===== src/rtl/wdt_pkg.sv =====
package wdt_pkg;
    localparam logic [7:0] KEY_ARM     = 8'h1E;
    localparam logic [7:0] KEY_FIRE    = 8'h E1;
    localparam logic       SEL_RESTART = 1'b1;

    typedef struct packed {
        logic armed;
    } seq_state_t;
endpackage


===== src/rtl/wdt_seq_det.sv =====
module wdt_seq_det
    import wdt_pkg::*;
(
    input  logic       clk,
    input  logic       rst_n,
    input  logic       wr_en,
    input  logic       wr_sel,
    input  logic [7:0] wr_data,
    output logic       kick_o
);
    seq_state_t s_d, s_q;

    always_comb begin
        s_d    = s_q;
        kick_o = 1'b0;
        if (wr_en && (wr_sel == SEL_RESTART)) begin
            if (wr_data == KEY_ARM) begin
                s_d.armed = 1'b1;
            end else begin
                if ((wr_data == KEY_FIRE) && s_q.armed) begin
                    kick_o = 1'b1;
                end
                s_d.armed = 1'b0;
            end
        end
    end

    always_ff @(posedge clk) begin
        if (!rst_n) s_q <= '0;
        else        s_q <= s_d;
    end

    // a completed pair consumes the pending first byte
    p_fire_consumes_r5: assert property (@(posedge clk) disable iff (!rst_n)
        kick_o |=> !s_q.armed);

    // a write to the other register select leaves the pending state alone
    p_other_sel_keeps_r7: assert property (@(posedge clk) disable iff (!rst_n)
        (wr_en && (wr_sel != SEL_RESTART)) |=> $stable(s_q.armed));
endmodule


===== src/rtl/wdt_timer.sv =====
module wdt_timer #(
    parameter int TIMEOUT = 1024,
    parameter int CNT_W   = $clog2(TIMEOUT + 1)
) (
    input  logic clk,
    input  logic rst_n,
    input  logic en_set,
    input  logic kick,
    output logic expire_o,
    output logic ovf_o
);
    localparam logic [CNT_W-1:0] FULL = CNT_W'(TIMEOUT);
    localparam logic [CNT_W-1:0] LAST = CNT_W'(1);

    typedef struct packed {
        logic             en;
        logic [CNT_W-1:0] cnt;
        logic             exp;
        logic             ovf;
    } tmr_state_t;

    tmr_state_t t_d, t_q;
    logic       halted;

    always_comb begin
        t_d     = t_q;
        t_d.exp = 1'b0;
        halted  = t_q.en && (t_q.cnt == '0);
        if (!t_q.en) begin
            if (en_set) begin
                t_d.en  = 1'b1;
                t_d.cnt = FULL;
            end
        end else if (!halted) begin
            if (kick) begin
                t_d.cnt = FULL;
            end else begin
                t_d.cnt = t_q.cnt - LAST;
                if (t_q.cnt == LAST) begin
                    t_d.exp = 1'b1;
                    t_d.ovf = 1'b1;
                end
            end
        end
    end

    always_ff @(posedge clk) begin
        if (!rst_n) t_q <= '0;
        else        t_q <= t_d;
    end

    assign expire_o = t_q.exp;
    assign ovf_o    = t_q.ovf;

    // switching on loads the full timeout
    p_enable_load_r2: assert property (@(posedge clk) disable iff (!rst_n)
        (!t_q.en && en_set) |=> (t_q.en && (t_q.cnt == FULL)));

    // a restart on a running counter reloads it
    p_kick_reload_r3: assert property (@(posedge clk) disable iff (!rst_n)
        (kick && t_q.en && (t_q.cnt != '0)) |=> (t_q.cnt == FULL));

    // the strobe is a single cycle
    p_strobe_single_r8: assert property (@(posedge clk) disable iff (!rst_n)
        t_q.exp |=> !t_q.exp);

    // overflow status is sticky
    p_ovf_sticky_r8: assert property (@(posedge clk) disable iff (!rst_n)
        t_q.ovf |=> t_q.ovf);

    // the counter stays frozen after expiry
    p_halt_frozen_r8: assert property (@(posedge clk) disable iff (!rst_n)
        halted |=> ($stable(t_q.cnt) && t_q.en));

    // a strobe only follows an enabled cycle
    p_expire_enabled_r9: assert property (@(posedge clk) disable iff (!rst_n)
        t_q.exp |-> $past(t_q.en));
endmodule


===== src/rtl/wdt_seq_guard.sv =====
module wdt_seq_guard #(
    parameter int TIMEOUT = 1024
) (
    input  logic       clk,
    input  logic       rst_n,
    input  logic       wr_en,
    input  logic       wr_sel,
    input  logic [7:0] wr_data,
    input  logic       en_set,
    output logic       expire_o,
    output logic       ovf_o
);
    localparam int CNT_W = $clog2(TIMEOUT + 1);

    logic kick;

    wdt_seq_det u_seq (
        .clk     (clk),
        .rst_n   (rst_n),
        .wr_en   (wr_en),
        .wr_sel  (wr_sel),
        .wr_data (wr_data),
        .kick_o  (kick)
    );

    wdt_timer #(
        .TIMEOUT (TIMEOUT),
        .CNT_W   (CNT_W)
    ) u_tmr (
        .clk      (clk),
        .rst_n    (rst_n),
        .en_set   (en_set),
        .kick     (kick),
        .expire_o (expire_o),
        .ovf_o    (ovf_o)
    );

    // nothing is signalled in the first cycle after reset
    p_quiet_after_reset_r1: assert property (@(posedge clk)
        !rst_n |=> (!expire_o && !ovf_o));

    // a strobe always comes with the status bit
    p_strobe_sets_status_r8: assert property (@(posedge clk) disable iff (!rst_n)
        expire_o |-> ovf_o);
endmodule


===== config.mk =====
export PLATFORM = sky130hd
export DESIGN_NAME = wdt_seq_guard
export DESIGN_NICKNAME = d
export VERILOG_FILES = /design/src/rtl/wdt_pkg.sv /design/src/rtl/wdt_seq_det.sv /design/src/rtl/wdt_timer.sv /design/src/rtl/wdt_seq_guard.sv
export SDC_FILE = /design/constraint.sdc
export NUM_CORES = 1
export LEC_CHECK = 0
export BUFFER_PORTS_ARGS = -buffer_cell sky130_fd_sc_hd__buf_2
export CORE_MARGIN = 2
export CORE_UTILIZATION = 58
export DETAILED_ROUTE_END_ITERATION = 6
export HOLD_SLACK_MARGIN = 0.05
export PLACE_DENSITY = 0.82
export SYNTH_ARGS = -nofsm -noshare
export SYNTH_HDL_FRONTEND = slang
export SYNTH_SLANG_ARGS = --single-unit

===== constraint.sdc =====
create_clock -name clk -period 3.5 [get_ports clk]
set_input_delay 0.175 -clock clk [delete_from_list [all_inputs] [get_ports clk]]
set_output_delay 0.175 -clock clk [all_outputs]
set_load 0.05 [all_outputs]

==> results.cfg <==
[detailed_routing]
wire_per_inst_um = 15.7
via_per_inst = 6.85
post-route-drc-count = 0
vias = 897
drt-initial-drc-count = 30
drtAntennaViolNets = 0
routed_wl_um = 2060
first_pass_iters = 4

[timing]
period_share_pct = 59.3
skew_ns = 0.0103
rsz0062_at_grt = false
post-route-min-period_ns = 2.08
drv_slew = 0
setup_tns_ns = 0
slew_headroom_pct = 54.9
finalHoldViolations = 0
fmax_mhz = 482
final-setup-viol-count = 0
tightest_slew_ns = 0.671

[clocking]
numCtsBuffers = 3
clk_latency_ns = 0.30
htreeDepth = 1
clk_pin_slew_ns = 0.09
clock-sinks = 15
cts_resized = 0
ctsHoldBuffers = 0
root_buffer = clkbuf_4
clk_path_buf_depth = 2
cts_tree = yes
post_cts_buffers = 0

[synthesis]
syn_area_um2 = 910
synth_top_area_share_pct = 33.0
synth_area_leader_cell = dfxtp_1
yosysMostFrequentCell = dfxtp_1
synth_area_leaders = dfxtp_1 33%, nand2_1 3.7%, nor4_1 3.4%, o311ai_4 2.9%, and2_1 2.8%
synth_common_cells = 15 x dfxtp_1, 9 x nand2_1, 5 x nor4_1
yosysWarnings = 0
async_flop_share_pct = 0
synth_cell_types = 43
synth-main-ff-cell = dfxtp_1
synth_edf_count = 0
avgSynthCellArea_um2 = 9.19
synthCells = 99
synth-seq-cells = 15
synth_nets = 114
seq_area_frac_synth_pct = 33.0

[die]
fp.coreArea_um2 = 1490
ios = 15
die_y_um = 43.6
die-area_um2 = 1900
start_util_pct = 61.1
rows = 14
die_x_um = 43.6

[final_layout]
syn_to_final_growth_pct = 11.3
layout.cells.non_filler = 131
fill_cells = 122
diodes = 0
fin_nets = 131
drive_above_1_share_pct = 25.2

[placed_design]
dp_hpwl_um = 1620
placed_cells = 127
gp_congestion = 0.874
io_buffers = 14

[worst_setup_path]
cp.required_ns = 3.71
worstSetupPathType = reg2reg
path_buf_inv = 1
critPathMaxFanout = 4
worst_path_largest_cell_delay_ns = 0.51
start_kind = flop
path_cells = inv_1, ha_1, or4b_4, or4_4, nor2b_4, o41ai_2
crit_family = simple AND/OR/NAND/NOR gates
crit_cells = 6
end_kind = flop
critPathArrivalTime_ns = 2.29
r2r_cells = 6
slowest_stage = or4b_4

[pwr]
power_mw = 0.973
p_per_area_nw_per_um2 = 962
peakVddDrop_v = 0.000616
power.leakage_nw = 0.434

[grt]
grtUsageTotal_pct = 24.6
grt_max_degree = 13
grt_pass1_vias = 794
grt_overflow = 0
grt_antenna_before_repair = 0
grt_pass1_wl_um = 3460

[hold_path]
min_path_type = in2reg
hold_depth = 4

[job]
drv_cap = 0

[status]
status = completed
worst paths after layout:
path	startpoint	endpoint	slack (ns)
worst min register to register	u_seq.s_q$_SDFFE_PN0P_	u_seq.s_q$_SDFFE_PN0P_	0.47
worst min-delay path	wr_sel	u_seq.s_q$_SDFFE_PN0P_	0.17
worst max register to register	u_tmr.t_q[2]$_SDFFE_PN0P_	u_tmr.t_q[12]$_SDFFE_PN0P_	1.42
worst max-delay path	u_tmr.t_q[2]$_SDFFE_PN0P_	u_tmr.t_q[12]$_SDFFE_PN0P_	1.42
logic make-up (layout without fill, tap and decap cells):
logic type,after synthesis,count (layout),share of synthesized area [%]
xor gates and xnor gates,1,1,0.963
DFF,15,15,33.0
buffers and inverters,6,22,3.30
and+or+nand+nor,50,50,35.2
adders and majority gates,2,2,2.75
AOI/OAI and AO/OA,25,25,24.8
per-layer routing:
layer,up-vias,global-route usage (%),part of all wire (%),wire length (µm)
li1,429,-,-,-
met1,412,30.6,41,838
met2,45,38.2,47,978
met3,11,9.17,9.5,196
met4,0,10.3,2.3,47
met5,-,0,0,0
state kept, by name, summed over array words and instances, names as in the netlist:
name and count:
u_tmr.expire_o 1, u_seq.s_q 1, u_tmr.t_q 12, u_tmr.ovf_o 1
per-stage QoR:
step	area, µm²	setup WS (ns)	hold slack [ns]	utilization (%)
final	1010	1.42	0.171	68.0
after global routing	1010	1.33	0.198	68.0
after detailed placement	985	1.45	0.461	66.1
after floorplan	910	1.57	0.370	-
after global placement	985	1.52	0.450	66.1
after CTS	1010	1.43	0.169	68.0
worst min-delay path, stage by stage:
cell     delay, ns
buf_2         0.09
nand2_1       0.05
nand2_1       0.06
a21oi_1       0.05
placed cells by master (no fill, tap or decap), types with 3 or more instances in the layout:
master,n
a21oi_1,3
and2_1,4
buf_2,14
clkbuf_4,3
dfxtp_1,15
inv_1,4
nand2_1,9
nand4_1,3
nor2_1,4
nor3_1,4
nor4_1,5
o211ai_1,3
or3_1,3
cell type report:
type | count | area (µm²) | area share [%]
flip-flops and latches | 15 | 300 | 29.7
well taps | 16 | 20.0 | 1.98
inverters | 4 | 15.0 | 1.48
repair buffers | 14 | 70.1 | 6.92
multi-input cells | 78 | 579 | 57.2
clock buffers | 3 | 22.5 | 2.22
clock inverters | 1 | 5.00 | 0.494
power breakdown:
group	internal, mW	switching (mW)
Sequential	0.228	0.0784
Combinational	0.254	0.312
Clock	0.0426	0.0587
Note: power is estimated with default switching activity, not from simulation.
